`src/rtl/pio_pkg.sv`:
```
// Shared types and timing conversion for the PIO host sequencer.
// Assumes every count fits in CW bits at the chosen clock period.
package pio_pkg;
    localparam int CW = 8;
    typedef logic [CW-1:0] cnt_t;

    typedef enum logic [1:0] {PH_IDLE, PH_SETUP, PH_ACT, PH_REC} phase_e;

    // Per-mode phase minimums, already in clock cycles
    typedef struct packed {
        cnt_t setup;   // address valid to strobe
        cnt_t act16;   // strobe width, 16-bit data
        cnt_t act8;    // strobe width, 8-bit register
        cnt_t recov;   // strobe inactive minimum
        cnt_t ahold;   // address hold after strobe
        cnt_t whold;   // write data hold after strobe
        cnt_t rdz;     // device bus release after read strobe
        cnt_t cycle;   // whole transfer minimum
        logic rdy_en;  // IORDY honoured in this mode
    } pio_tim_t;

    // Round a nanosecond minimum up to whole clock cycles
    function automatic cnt_t ns_to_cnt(input int ns, input int clk_ns);
        int c;
        c = (ns + clk_ns - 1) / clk_ns;
        return cnt_t'(c);
    endfunction

    // Timing row for one mode; any code outside 1..6 takes mode 0
    function automatic pio_tim_t mode_tim(input int m, input int clk_ns);
        int s, a, a8, r, h, w, z, c;
        logic e;
        case (m)
            1:       begin s = 50; a = 125; a8 = 290; r = 0;  h = 15; w = 20; z = 30; c = 383; e = 1'b1; end
            2:       begin s = 30; a = 100; a8 = 290; r = 0;  h = 10; w = 15; z = 30; c = 240; e = 1'b1; end
            3:       begin s = 30; a = 80;  a8 = 80;  r = 70; h = 10; w = 10; z = 30; c = 180; e = 1'b1; end
            4:       begin s = 25; a = 70;  a8 = 70;  r = 25; h = 10; w = 10; z = 30; c = 120; e = 1'b1; end
            5:       begin s = 15; a = 65;  a8 = 65;  r = 25; h = 10; w = 5;  z = 20; c = 100; e = 1'b0; end
            6:       begin s = 10; a = 55;  a8 = 55;  r = 20; h = 10; w = 5;  z = 20; c = 80;  e = 1'b0; end
            default: begin s = 70; a = 165; a8 = 290; r = 0;  h = 20; w = 30; z = 30; c = 600; e = 1'b1; end
        endcase
        return '{setup: ns_to_cnt(s, clk_ns), act16: ns_to_cnt(a, clk_ns),
                 act8: ns_to_cnt(a8, clk_ns), recov: ns_to_cnt(r, clk_ns),
                 ahold: ns_to_cnt(h, clk_ns), whold: ns_to_cnt(w, clk_ns),
                 rdz: ns_to_cnt(z, clk_ns), cycle: ns_to_cnt(c, clk_ns),
                 rdy_en: e};
    endfunction
endpackage

```
`src/rtl/pio_mode_lut.sv`:
```
// Mode-to-timing lookup. Builds one constant row per 3-bit mode code
// and selects the row for the presented code. Code 7 falls back to mode 0.
module pio_mode_lut
    import pio_pkg::*;
#(
    parameter int CLK_NS = 10
) (
    input  logic [2:0] mode,
    output pio_tim_t   tim
);
    localparam int NCODE = 8;

    pio_tim_t tbl [NCODE];

    // One constant row per mode code
    for (genvar g = 0; g < NCODE; g++) begin : g_row
        assign tbl[g] = mode_tim((g > 6) ? 0 : g, CLK_NS);
    end

    // Select the row for the presented mode
    assign tim = tbl[mode];
endmodule

```
`src/rtl/pio_rdy_guard.sv`:
```
// IORDY stall watch. Once the minimum strobe width is over (armed), a low
// IORDY holds the strobe; after TMO_CYC stalled cycles a timeout ends it.
// Assumes IORDY is already synchronised to clk.
module pio_rdy_guard #(
    parameter int TMO_CYC = 125
) (
    input  logic clk,
    input  logic rst_n,
    input  logic armed,
    input  logic rdy_en,
    input  logic iordy,
    output logic may_end,
    output logic timeout
);
    localparam int TW = $clog2(TMO_CYC + 1);

    logic [TW-1:0] scnt;
    logic          stall;

    assign stall   = armed && rdy_en && !iordy;
    assign timeout = stall && (scnt == TW'(TMO_CYC - 1));
    assign may_end = !stall || timeout;

    // Count consecutive stalled cycles, clear whenever not stalled
    always_ff @(posedge clk) begin
        if (!rst_n)                 scnt <= '0;
        else if (stall && !timeout) scnt <= scnt + 1'b1;
        else                        scnt <= '0;
    end

    p_stall_bound_r10: assert property (@(posedge clk) disable iff (!rst_n)
        scnt <= TW'(TMO_CYC - 1));
endmodule

```
`src/rtl/pio_cycle_fsm.sv`:
```
// Phase sequencer: setup, strobe active, recovery. Recovery is held until
// both its own minimum and the whole-transfer minimum are met.
// Assumes the timing row and direction are stable for the whole transfer.
module pio_cycle_fsm
    import pio_pkg::*;
(
    input  logic     clk,
    input  logic     rst_n,
    input  logic     start,
    input  logic     is_wr,
    input  logic     is_byte,
    input  pio_tim_t tim,
    input  logic     may_end,
    input  logic     timeout,
    output phase_e   ph,
    output logic     armed,
    output logic     act_end,
    output logic     done,
    output logic     err
);
    cnt_t pcnt, tcnt, act_need, rec_need;
    logic rec_end, err_q;

    // Strobe width for this access size
    always_comb act_need = is_byte ? tim.act8 : tim.act16;

    // Recovery is the largest applicable hold or release minimum
    always_comb begin
        rec_need = tim.recov;
        if (tim.ahold > rec_need)           rec_need = tim.ahold;
        if (is_wr && tim.whold > rec_need)  rec_need = tim.whold;
        if (!is_wr && tim.rdz > rec_need)   rec_need = tim.rdz;
        if (rec_need == '0)                 rec_need = cnt_t'(1);
    end

    assign armed   = (ph == PH_ACT) && (pcnt >= act_need - cnt_t'(1));
    assign act_end = armed && may_end;
    assign rec_end = (ph == PH_REC) && (pcnt >= rec_need - cnt_t'(1))
                     && (tcnt >= tim.cycle - cnt_t'(1));

    // Phase register and per-phase counter
    always_ff @(posedge clk) begin
        if (!rst_n) begin
            ph   <= PH_IDLE;
            pcnt <= '0;
        end else begin
            case (ph)
                PH_IDLE: begin
                    pcnt <= '0;
                    if (start) ph <= PH_SETUP;
                end
                PH_SETUP: begin
                    if (pcnt >= tim.setup - cnt_t'(1)) begin
                        ph   <= PH_ACT;
                        pcnt <= '0;
                    end else begin
                        pcnt <= pcnt + cnt_t'(1);
                    end
                end
                PH_ACT: begin
                    if (act_end) begin
                        ph   <= PH_REC;
                        pcnt <= '0;
                    end else if (pcnt != '1) begin
                        pcnt <= pcnt + cnt_t'(1);
                    end
                end
                default: begin
                    if (rec_end) begin
                        ph   <= PH_IDLE;
                        pcnt <= '0;
                    end else if (pcnt != '1) begin
                        pcnt <= pcnt + cnt_t'(1);
                    end
                end
            endcase
        end
    end

    // Whole-transfer counter, saturating
    always_ff @(posedge clk) begin
        if (!rst_n || ph == PH_IDLE) tcnt <= '0;
        else if (tcnt != '1)         tcnt <= tcnt + cnt_t'(1);
    end

    // Done pulse and timeout flag for the response
    always_ff @(posedge clk) begin
        if (!rst_n) begin
            done  <= 1'b0;
            err   <= 1'b0;
            err_q <= 1'b0;
        end else begin
            done <= rec_end;
            err  <= rec_end && err_q;
            if (start)        err_q <= 1'b0;
            else if (act_end) err_q <= timeout;
        end
    end

    p_min_act_r3: assert property (@(posedge clk) disable iff (!rst_n)
        (ph == PH_REC && $past(ph) == PH_ACT) |-> ($past(pcnt) >= $past(act_need) - cnt_t'(1)));
    p_min_cycle_r4: assert property (@(posedge clk) disable iff (!rst_n)
        (ph == PH_IDLE && $past(ph) == PH_REC) |-> ($past(tcnt) >= $past(tim.cycle) - cnt_t'(1)));
endmodule

```
`src/rtl/pio_host_seq.sv`:
```
// Host-side PIO transfer sequencer top. Latches one request and its mode
// timing, runs the phase sequencer, drives the bus and returns the response.
// Assumes ata_din and ata_iordy are synchronous to clk.
module pio_host_seq
    import pio_pkg::*;
#(
    parameter int CLK_NS       = 10,
    parameter int ADDR_W       = 3,
    parameter int DATA_W       = 16,
    parameter int IORDY_TMO_NS = 1250
) (
    input  logic              clk,
    input  logic              rst_n,
    input  logic              req_valid,
    output logic              req_ready,
    input  logic              req_write,
    input  logic              req_byte,
    input  logic [ADDR_W-1:0] req_addr,
    input  logic [DATA_W-1:0] req_wdata,
    input  logic [2:0]        pio_mode,
    output logic              rsp_done,
    output logic              rsp_err,
    output logic [DATA_W-1:0] rsp_rdata,
    output logic [ADDR_W-1:0] ata_addr,
    output logic              ata_rd_n,
    output logic              ata_wr_n,
    output logic [DATA_W-1:0] ata_dout,
    output logic              ata_dout_en,
    input  logic [DATA_W-1:0] ata_din,
    input  logic              ata_iordy
);
    localparam int TMO_CYC = (IORDY_TMO_NS + CLK_NS - 1) / CLK_NS;
    localparam int HI_W    = DATA_W - 8;

    pio_tim_t          tim_live, tim_q;
    phase_e            ph;
    logic              start, armed, act_end, may_end, timeout;
    logic              wr_q, byte_q;
    logic [ADDR_W-1:0] addr_q;
    logic [DATA_W-1:0] wdata_q, rdata_q;

    assign req_ready = (ph == PH_IDLE);
    assign start     = req_valid && req_ready;

    pio_mode_lut #(.CLK_NS(CLK_NS)) u_lut (
        .mode (pio_mode),
        .tim  (tim_live)
    );

    // Latch the request and its mode timing on acceptance
    always_ff @(posedge clk) begin
        if (!rst_n) begin
            tim_q   <= '0;
            wr_q    <= 1'b0;
            byte_q  <= 1'b0;
            addr_q  <= '0;
            wdata_q <= '0;
        end else if (start) begin
            tim_q   <= tim_live;
            wr_q    <= req_write;
            byte_q  <= req_byte;
            addr_q  <= req_addr;
            wdata_q <= req_byte ? {{HI_W{1'b0}}, req_wdata[7:0]} : req_wdata;
        end
    end

    pio_cycle_fsm u_fsm (
        .clk     (clk),
        .rst_n   (rst_n),
        .start   (start),
        .is_wr   (wr_q),
        .is_byte (byte_q),
        .tim     (tim_q),
        .may_end (may_end),
        .timeout (timeout),
        .ph      (ph),
        .armed   (armed),
        .act_end (act_end),
        .done    (rsp_done),
        .err     (rsp_err)
    );

    pio_rdy_guard #(.TMO_CYC(TMO_CYC)) u_guard (
        .clk     (clk),
        .rst_n   (rst_n),
        .armed   (armed),
        .rdy_en  (tim_q.rdy_en),
        .iordy   (ata_iordy),
        .may_end (may_end),
        .timeout (timeout)
    );

    // Capture read data on the edge that ends the strobe
    always_ff @(posedge clk) begin
        if (!rst_n)                rdata_q <= '0;
        else if (act_end && !wr_q) rdata_q <= byte_q ? {{HI_W{1'b0}}, ata_din[7:0]} : ata_din;
    end

    assign rsp_rdata   = rdata_q;
    assign ata_addr    = addr_q;
    assign ata_rd_n    = !((ph == PH_ACT) && !wr_q);
    assign ata_wr_n    = !((ph == PH_ACT) && wr_q);
    assign ata_dout    = wdata_q;
    assign ata_dout_en = wr_q && (ph != PH_IDLE);

    p_one_strobe_r13: assert property (@(posedge clk) disable iff (!rst_n)
        !(!ata_rd_n && !ata_wr_n));
    p_ready_quiet_r11: assert property (@(posedge clk) disable iff (!rst_n)
        req_ready |-> (ata_rd_n && ata_wr_n));
    p_done_pulse_r4: assert property (@(posedge clk) disable iff (!rst_n)
        rsp_done |=> !rsp_done);
    p_addr_stable_r2: assert property (@(posedge clk) disable iff (!rst_n)
        (!req_ready && $past(!req_ready)) |-> $stable(ata_addr));
    p_no_drive_on_read_r7: assert property (@(posedge clk) disable iff (!rst_n)
        !ata_rd_n |-> !ata_dout_en);
endmodule

```
`config.mk`:
```
export PLATFORM = sky130hd
export DESIGN_NAME = pio_host_seq
export DESIGN_NICKNAME = d
export VERILOG_FILES = /design/src/rtl/pio_pkg.sv /design/src/rtl/pio_mode_lut.sv /design/src/rtl/pio_rdy_guard.sv /design/src/rtl/pio_cycle_fsm.sv /design/src/rtl/pio_host_seq.sv
export SDC_FILE = /design/constraint.sdc
export NUM_CORES = 1
export LEC_CHECK = 0
export ABC_AREA = 1
export ABC_CLOCK_PERIOD_IN_PS = 9200
export CORE_MARGIN = 2
export CORE_UTILIZATION = 58
export DETAILED_ROUTE_END_ITERATION = 10
export PLACE_DENSITY = 0.91
export SLEW_MARGIN = 15
export SYNTH_ARGS = -nofsm -noshare
export SYNTH_HDL_FRONTEND = slang
export SYNTH_SLANG_ARGS = --single-unit
```
`constraint.sdc`:
```
create_clock -name clk -period 9.2 [get_ports clk]
set_input_delay 0.92 -clock clk [delete_from_list [all_inputs] [get_ports clk]]
set_output_delay 0.92 -clock clk [all_outputs]
set_load 0.01 [all_outputs]
```
== Word level (Yosys, flattened, before mapping) ==
Memories as Yosys holds them, arrays and structs flattened. A register that Yosys moved wholly into a read port is not among the register bits.
Index checks and enable logic that the tools add are counted.
W data, S select, Z words.
Operators by class
  reductions and logical operators: 33
  shifts and indexed selects: 0
  $mul: 0
  $lt $le $gt $ge: 7
  bitwise logic cells: 2
  div/mod/pow operators: 0
  $add $sub $neg: 7
  equal/unequal tests: 9
  multiplexer cells: 17
Operators by type and width (count)
  $mux W8: 9
  $ge A8 B8 Y1: 4
  $mux W16: 2
  $sub A8 B1 Y8 const B: 4
  $gt A8 B8 Y1: 3
  $pmux W8 S3: 1
  $add A8 B1 Y8 const B: 2
  $logic_and A1 B1 Y1: 16
  $ne A8 B8 Y1 const B: 2
  $logic_not A1 Y1: 8
  $logic_not A8 Y1: 1
  $mux W2: 4
  $add A7 B1 Y7 const B: 1
  $eq A7 B7 Y1 const B: 1
  $pmux W2 S3: 1
  $eq A2 B2 Y1 const B: 2
  $ne A2 B1 Y1 const B: 2
  $not A3 Y4: 1
  $reduce_and A4 Y1: 1
  $reduce_bool A4 Y1: 1
  $eq A2 B1 Y1 const B: 1
  $logic_not A2 Y1: 1
  $logic_or A1 B1 Y1: 2
  $ne A2 B2 Y1 const B: 1
  other kinds (4): 4
Storage, ports and cells
  bits in writable memories: 0
  output and inout bits: 41
  ROM bits: 520
  word-level logic and storage cells: 88
  bits of input ports: 44
  latch bits: 0
  register bits: 65
  memories kept: 1
Memory list
  (name not given): words 8, bits a word 65, read ports 1, clocked after Yosys merged registers in 1, wr ports 0, line pio_mode_lut.sv:21  | assign tim = tbl[mode];

== Longest topological paths before layout ==
  depth in word-level cells: 16
  depth in mapped cells: 37
  gate-level depth less buffers: 37

== By module ==
From an unflattened synthesis, not the netlist that was laid out.
Second synthesis, totals
  cells, all modules: 1235
  area total of the unflattened synthesis: 8831.0 µm²
Modules (own cells, without submodules)
  pio_host_seq: cells an instance 583, area each 4484.3 µm², times used 1
  pio_cycle_fsm: cells an instance 508, area each 3397.0 µm², times used 1
  pio_mode_lut: cells an instance 99, area each 589.3 µm², times used 1
  pio_rdy_guard: cells an instance 45, area each 360.3 µm², times used 1

== Least setup slack after synthesis ==
No wires, ideal clock.
  kind: register -> register
  from: reg, netlist name tim_q[34]
  to: reg u_fsm.pcnt[3]
  required time: 9138 ps
  arrival: 4288 ps
  stages on the path, launching flop included: 37
  period minus slack after synthesis: 4350 ps
  setup slack: 4850 ps
  path through: dfxtp_1 -> inv_1 -> ha_1 -> inv_1 -> nor2_1 -> o21ai_1 -> nand2_1 -> o21ai_1 -> ha_1 -> a211oi_1 -> o21ai_1 -> nand2_1 -> o21ai_1 -> ha_1 -> inv_1 -> nor2_1 -> o2111ai_1 -> nand2_1 -> o21a_1 -> o21ai_1 -> inv_1 -> ha_1 -> xnor2_1 -> ha_1 -> nand2_1 -> inv_1 -> nand2_1 -> nand4_1 -> nand2_1 -> inv_1 -> nand2_1 -> inv_1 -> nor2_1 -> nand2_1 -> inv_1 -> nand2_1 -> nor2_2
Between the ends
  cells in the longest elaborated chain, start to end: 16
Ends and longest elaborated chain
  $gt A8 B8 Y1: line pio_cycle_fsm.sv:30  | if (tim.ahold > rec_need) rec_need = tim.ahold;
  $mux W8 *: line pio_cycle_fsm.sv:30
  $gt A8 B8 Y1: line pio_cycle_fsm.sv:31  | if (is_wr && tim.whold > rec_need) rec_need = tim.whold;
  $logic_and A1 B1 Y1: line pio_cycle_fsm.sv:31
  $mux W8 *: line pio_cycle_fsm.sv:31
  $gt A8 B8 Y1: line pio_cycle_fsm.sv:32  | if (!is_wr && tim.rdz > rec_need) rec_need = tim.rdz;
  $logic_and A1 B1 Y1: line pio_cycle_fsm.sv:32
  $mux W8 *: line pio_cycle_fsm.sv:32
  $logic_not A8 Y1: line pio_cycle_fsm.sv:33  | if (rec_need == '0) rec_need = cnt_t'(1);
  $mux W8 *: line pio_cycle_fsm.sv:33
  $sub A8 B1 Y8 *: line pio_cycle_fsm.sv:38  | assign rec_end = (ph == PH_REC) && (pcnt >= rec_need - cnt_t'(1))
  $ge A8 B8 Y1 *: line pio_cycle_fsm.sv:38
  $logic_and A1 B1 Y1 *: line pio_cycle_fsm.sv:38
  $logic_and A1 B1 Y1 *: line pio_cycle_fsm.sv:39  | && (tcnt >= tim.cycle - cnt_t'(1));
  $mux W8 *: line pio_cycle_fsm.sv:69  | if (rec_end) begin
  $pmux W8 S3 *: line pio_cycle_fsm.sv:47  | case (ph)
  end signal, assigned: line pio_cycle_fsm.sv:57  | pcnt <= pcnt + cnt_t'(1);
  end signal, assigned: line pio_cycle_fsm.sv:65  | pcnt <= pcnt + cnt_t'(1);
  end signal, assigned: line pio_cycle_fsm.sv:73  | pcnt <= pcnt + cnt_t'(1);
  end, declared: line pio_cycle_fsm.sv:21  | cnt_t pcnt, tcnt, act_need, rec_need;
Every way passes the cells marked *; elsewhere a longest branch is shown, timed or not.
A chain may end at the register's enable or synchronous reset.

== Final worst setup path ==
  from: reg, netlist name tim_q[34]
  to: reg u_fsm.pcnt[3]
Between the ends
  cells in the longest elaborated chain, start to end: 16
Ends and longest elaborated chain (line)
  $gt A8 B8 Y1: pio_cycle_fsm.sv:30
  $mux W8 *: pio_cycle_fsm.sv:30
  $gt A8 B8 Y1: pio_cycle_fsm.sv:31
  $logic_and A1 B1 Y1: pio_cycle_fsm.sv:31
  $mux W8 *: pio_cycle_fsm.sv:31
  $gt A8 B8 Y1: pio_cycle_fsm.sv:32
  $logic_and A1 B1 Y1: pio_cycle_fsm.sv:32
  $mux W8 *: pio_cycle_fsm.sv:32
  $logic_not A8 Y1: pio_cycle_fsm.sv:33
  $mux W8 *: pio_cycle_fsm.sv:33
  $sub A8 B1 Y8 *: pio_cycle_fsm.sv:38
  $ge A8 B8 Y1 *: pio_cycle_fsm.sv:38
  $logic_and A1 B1 Y1 *: pio_cycle_fsm.sv:38
  $logic_and A1 B1 Y1 *: pio_cycle_fsm.sv:39
  $mux W8 *: pio_cycle_fsm.sv:69
  $pmux W8 S3 *: pio_cycle_fsm.sv:47
Marked as above.

==> impl_metrics.env <==
export IMPL_timing_hold_worst_start="u_guard.scnt[0]"
export IMPL_area_growth_syn_to_layout_pct=21.2
export IMPL_synth_seq_cells=90
export IMPL_crit_slowest_cell="sky130_fd_sc_hd__dfxtp_1"
export IMPL_cts_buffers=9
export IMPL_diodes=0
export IMPL_cts_htree_levels=3
export IMPL_dieArea_um2=9280
export IMPL_pwr_density_cell_nw_per_um2=221
export IMPL_r2r_start="tim_q[34]"
export IMPL_r2r_slack_ns=4.15
export IMPL_min_to="u_guard.scnt[0]"
export IMPL_drive_above_1_share_pct=4.92
export IMPL_die_height_um=96.3
export IMPL_ioPinCount=85
export IMPL_tritoncts="built"
export IMPL_drcViolationCount=0
export IMPL_synth_area_per_cell_um2=7.40
export IMPL_io_buffer_count=84
export IMPL_setup_cp_type="reg2reg"
export IMPL_row_count=33
export IMPL_postSynthCellCount=668
export IMPL_design_core_area_um2=8260
export IMPL_grt_start_max_net_pins=47
export IMPL_fin_nets=845
export IMPL_worstReg2RegEnd="u_fsm.pcnt[3]"
export IMPL_synthesis_area_um2=4950
export IMPL_finalCriticalPeriod_ns=5.05
export IMPL_finalSetupViolations=0
export IMPL_vdd_ir_drop_worst_v=0.000142
export IMPL_synth_warnings=0
export IMPL_synth_yosys_seq_area_share_pct=36.4
export IMPL_timing_slew_headroom_pct=38.1
export IMPL_final_area_um2=6000
export IMPL_fin_crit_sh_pct=54.9
export IMPL_worst_path_buf_inv=7
export IMPL_path_max_fanout=4
export IMPL_synthArstFlopShare_pct=0
export IMPL_ant_nets=0
export IMPL_fillers=595
export IMPL_hold_path_cell_count=1
export IMPL_crit_path_start_kind="flop"
export IMPL_holdBufCountCts=0
export IMPL_postPlaceCellArea_um2=5820
export IMPL_numClockSinks=90
export IMPL_grt_first_pass_wirelength_um=19900
export IMPL_postCtsSetupRepairBufs=0
export IMPL_final_util_pct=72.6
export IMPL_power_static_leakage_nw=2.76
export IMPL_fin_setup_tns_ns=0
export IMPL_globalRoute_totalOverflow=0
export IMPL_critPathCaptureType="flop"
export IMPL_worstPathRequired_ns=9.50
export IMPL_wl_um=12200
export IMPL_detail_route_vias_per_cell=5.55
export IMPL_max_cap_violations=0
export IMPL_maxSlewViolCount=0
export IMPL_timing_final_hold_violations=0
export IMPL_worstHoldPathType="reg2reg"
export IMPL_slew_of_the_pin_with_the_lowest_slew_margin_ns=0.929
export IMPL_synthesized_netlist_net_count=765
export IMPL_clock_latency_ns=0.37
export IMPL_clkSlewWorstSetupHoldPaths_ns=0.09
export IMPL_cp_top_family="compound AO/OA/AOI/OAI gates"
export IMPL_clockRootBuffer="sky130_fd_sc_hd__clkbuf_8"
export IMPL_grt_setup_unrepaired="no"
export IMPL_finalWeightedCongestion=0.899
export IMPL_drt_pass1_iter_count=5
export IMPL_fp_dieW_um=96.3
export IMPL_post_synth_num_cell_types=45
export IMPL_initial_antenna_violation_count=0
export IMPL_dpl_hpwl_um=9170
export IMPL_dr_first_iter_drc_count=277
export IMPL_drt_wirelength_per_cell_um=14.2
export IMPL_first_global_vias=4647
export IMPL_vias=4760
export IMPL_clock_path_buffers=2
export IMPL_track_usage_pct=27.1
export IMPL_rr_worst_depth=33
export IMPL_status="finished clean"
export IMPL_initial_utilization_pct=59.9
export IMPL_synth_edff_count=0
export IMPL_post_cts_resized_instances=0
export IMPL_crit_path_max_incr_delay_ns=0.32
export IMPL_ys_flop_type="sky130_fd_sc_hd__dfxtp_1"
export IMPL_fmax_mhz=198
export IMPL_cp_arrival_ns=5.36
export IMPL_final_setup_skew_ns=0.0142
per-stage QoR:
| step | hold WS, ns | setup WS (ns) | std cells | power [mW] |
|---|---|---|---|---|
| 4_1_cts | 0.471 | 4.22 | 857 | 1.32 |
| 5_1_grt | 0.494 | 3.63 | 857 | 1.43 |
| 3_5_place_dp | 0.451 | 4.27 | 842 | 1.07 |
| 6_report | 0.469 | 4.15 | 857 | 1.32 |
| 2_1_floorplan | 0.417 | 4.85 | 668 | 0.899 |
| 3_3_place_gp | 0.444 | 4.65 | 842 | 1.02 |
placed cells by master, fill, tap and decap left out, types with 2 or more instances in the layout:
cell type                         count
sky130_fd_sc_hd__a211oi_1             2
sky130_fd_sc_hd__a21oi_1             29
sky130_fd_sc_hd__a21oi_2              2
sky130_fd_sc_hd__a31oi_1              4
sky130_fd_sc_hd__buf_4                2
sky130_fd_sc_hd__clkbuf_8            10
sky130_fd_sc_hd__clkdlybuf4s50_1     83
sky130_fd_sc_hd__clkinv_1             3
sky130_fd_sc_hd__clkinv_4             2
sky130_fd_sc_hd__dfxtp_1             90
sky130_fd_sc_hd__ha_1                53
sky130_fd_sc_hd__inv_1               74
sky130_fd_sc_hd__inv_2                5
sky130_fd_sc_hd__nand2_1            149
sky130_fd_sc_hd__nand2_2              2
sky130_fd_sc_hd__nand3_1             53
sky130_fd_sc_hd__nand4_1             11
sky130_fd_sc_hd__nor2_1              72
sky130_fd_sc_hd__nor3_1               8
sky130_fd_sc_hd__nor4_1               2
sky130_fd_sc_hd__o21a_1               4
sky130_fd_sc_hd__o21ai_0             37
sky130_fd_sc_hd__o21ai_1              8
sky130_fd_sc_hd__o21bai_1             2
sky130_fd_sc_hd__o22ai_1              6
sky130_fd_sc_hd__o31ai_1              2
sky130_fd_sc_hd__xnor2_1              4
sky130_fd_sc_hd__xor2_1              13
area by class of cell:
cell class              instances  area (µm²)  share of cell area, %
well taps                     105         131                   2.19
repair buffers                 86         851                   14.2
clock inverters                 5        38.8                  0.647
multi-input cells             477        2710                   45.1
inverters                      84         330                   5.51
flip-flops and latches         90        1800                   30.0
clock buffers                  10         138                   2.30
state kept, by name, summed over array words and instances, names as in the netlist, 2 cells and up:
name	count
u_fsm.pcnt	8
ata_addr	3
rsp_rdata	16
u_fsm.tcnt	8
tim_q	25
ata_dout	16
u_guard.scnt	7
u_fsm.ph	2
power by group:
part           internal [mW]  switching (mW)  total, mW
logic                  0.243           0.364      0.607
registers              0.435          0.0331      0.468
clock network          0.105           0.144      0.249
total                  0.783           0.541       1.32
cell usage after synthesis, types with 3 or more instances:
master | count | area share [%]
sky130_fd_sc_hd__dfxtp_1 | 90 | 36
sky130_fd_sc_hd__clkbuf_1 | 7 | 0.53
sky130_fd_sc_hd__o21ai_0 | 37 | 3.7
sky130_fd_sc_hd__nand4_1 | 11 | 1.4
sky130_fd_sc_hd__nand3_1 | 53 | 5.4
sky130_fd_sc_hd__clkinv_1 | 3 | 0.23
sky130_fd_sc_hd__buf_2 | 3 | 0.30
sky130_fd_sc_hd__nor3_1 | 8 | 0.81
sky130_fd_sc_hd__a31oi_1 | 4 | 0.51
sky130_fd_sc_hd__o22ai_1 | 6 | 0.76
sky130_fd_sc_hd__buf_6 | 4 | 0.91
sky130_fd_sc_hd__nand2_1 | 149 | 11
sky130_fd_sc_hd__xor2_1 | 13 | 2.3
sky130_fd_sc_hd__inv_2 | 5 | 0.38
sky130_fd_sc_hd__nor2_1 | 72 | 5.5
sky130_fd_sc_hd__o21a_1 | 4 | 0.61
sky130_fd_sc_hd__xnor2_1 | 4 | 0.71
sky130_fd_sc_hd__inv_1 | 74 | 5.6
sky130_fd_sc_hd__a21oi_1 | 29 | 2.9
sky130_fd_sc_hd__o21ai_1 | 8 | 0.81
sky130_fd_sc_hd__ha_1 | 53 | 13
how the worst max path moves through the flow:
| stage | startpoint | end | slack [ns] | cells past startpoint |
|---|---|---|---|---|
| 5_1_grt | tim_q[34] | u_fsm.pcnt[3] | 3.63 | 34 |
| 3_5_place_dp | tim_q[34] | u_fsm.pcnt[3] | 4.27 | 35 |
| 6_report | tim_q[34] | u_fsm.pcnt[3] | 4.15 | 33 |
| 2_1_floorplan | tim_q[34] | u_fsm.pcnt[3] | 4.85 | 36 |
| 3_3_place_gp | tim_q[34] | u_fsm.pcnt[3] | 4.65 | 36 |
| 4_1_cts | tim_q[34] | u_fsm.pcnt[3] | 4.22 | 35 |
cells by family (layout without fill, tap and decap cells):
| logic type | Yosys count | in the layout | share of synthesized area, % |
|---|---|---|---|
| other | 1 | 1 | 0.0758 |
| AO/OA/AOI/OAI | 100 | 100 | 11.6 |
| XOR/XNOR | 17 | 17 | 3.01 |
| flip-flops | 90 | 90 | 36.4 |
| AND/OR/NAND/NOR | 305 | 305 | 26.5 |
| buffers and inverters | 101 | 185 | 8.85 |
| adder cells (fa/ha/maj) | 53 | 53 | 13.4 |
| multiplexers | 1 | 1 | 0.202 |
layer usage:
layer / global-route usage (%) / share of wire, % / vias to the layer above
met5: 0 / 0 / -
met4: 12.7 / 2.7 / 0
met3: 6.26 / 5.8 / 35
met2: 48.0 / 50 / 155
met1: 30.6 / 41 / 2233
li1: - / - / 2337
Power figures use the tool's default switching activity.
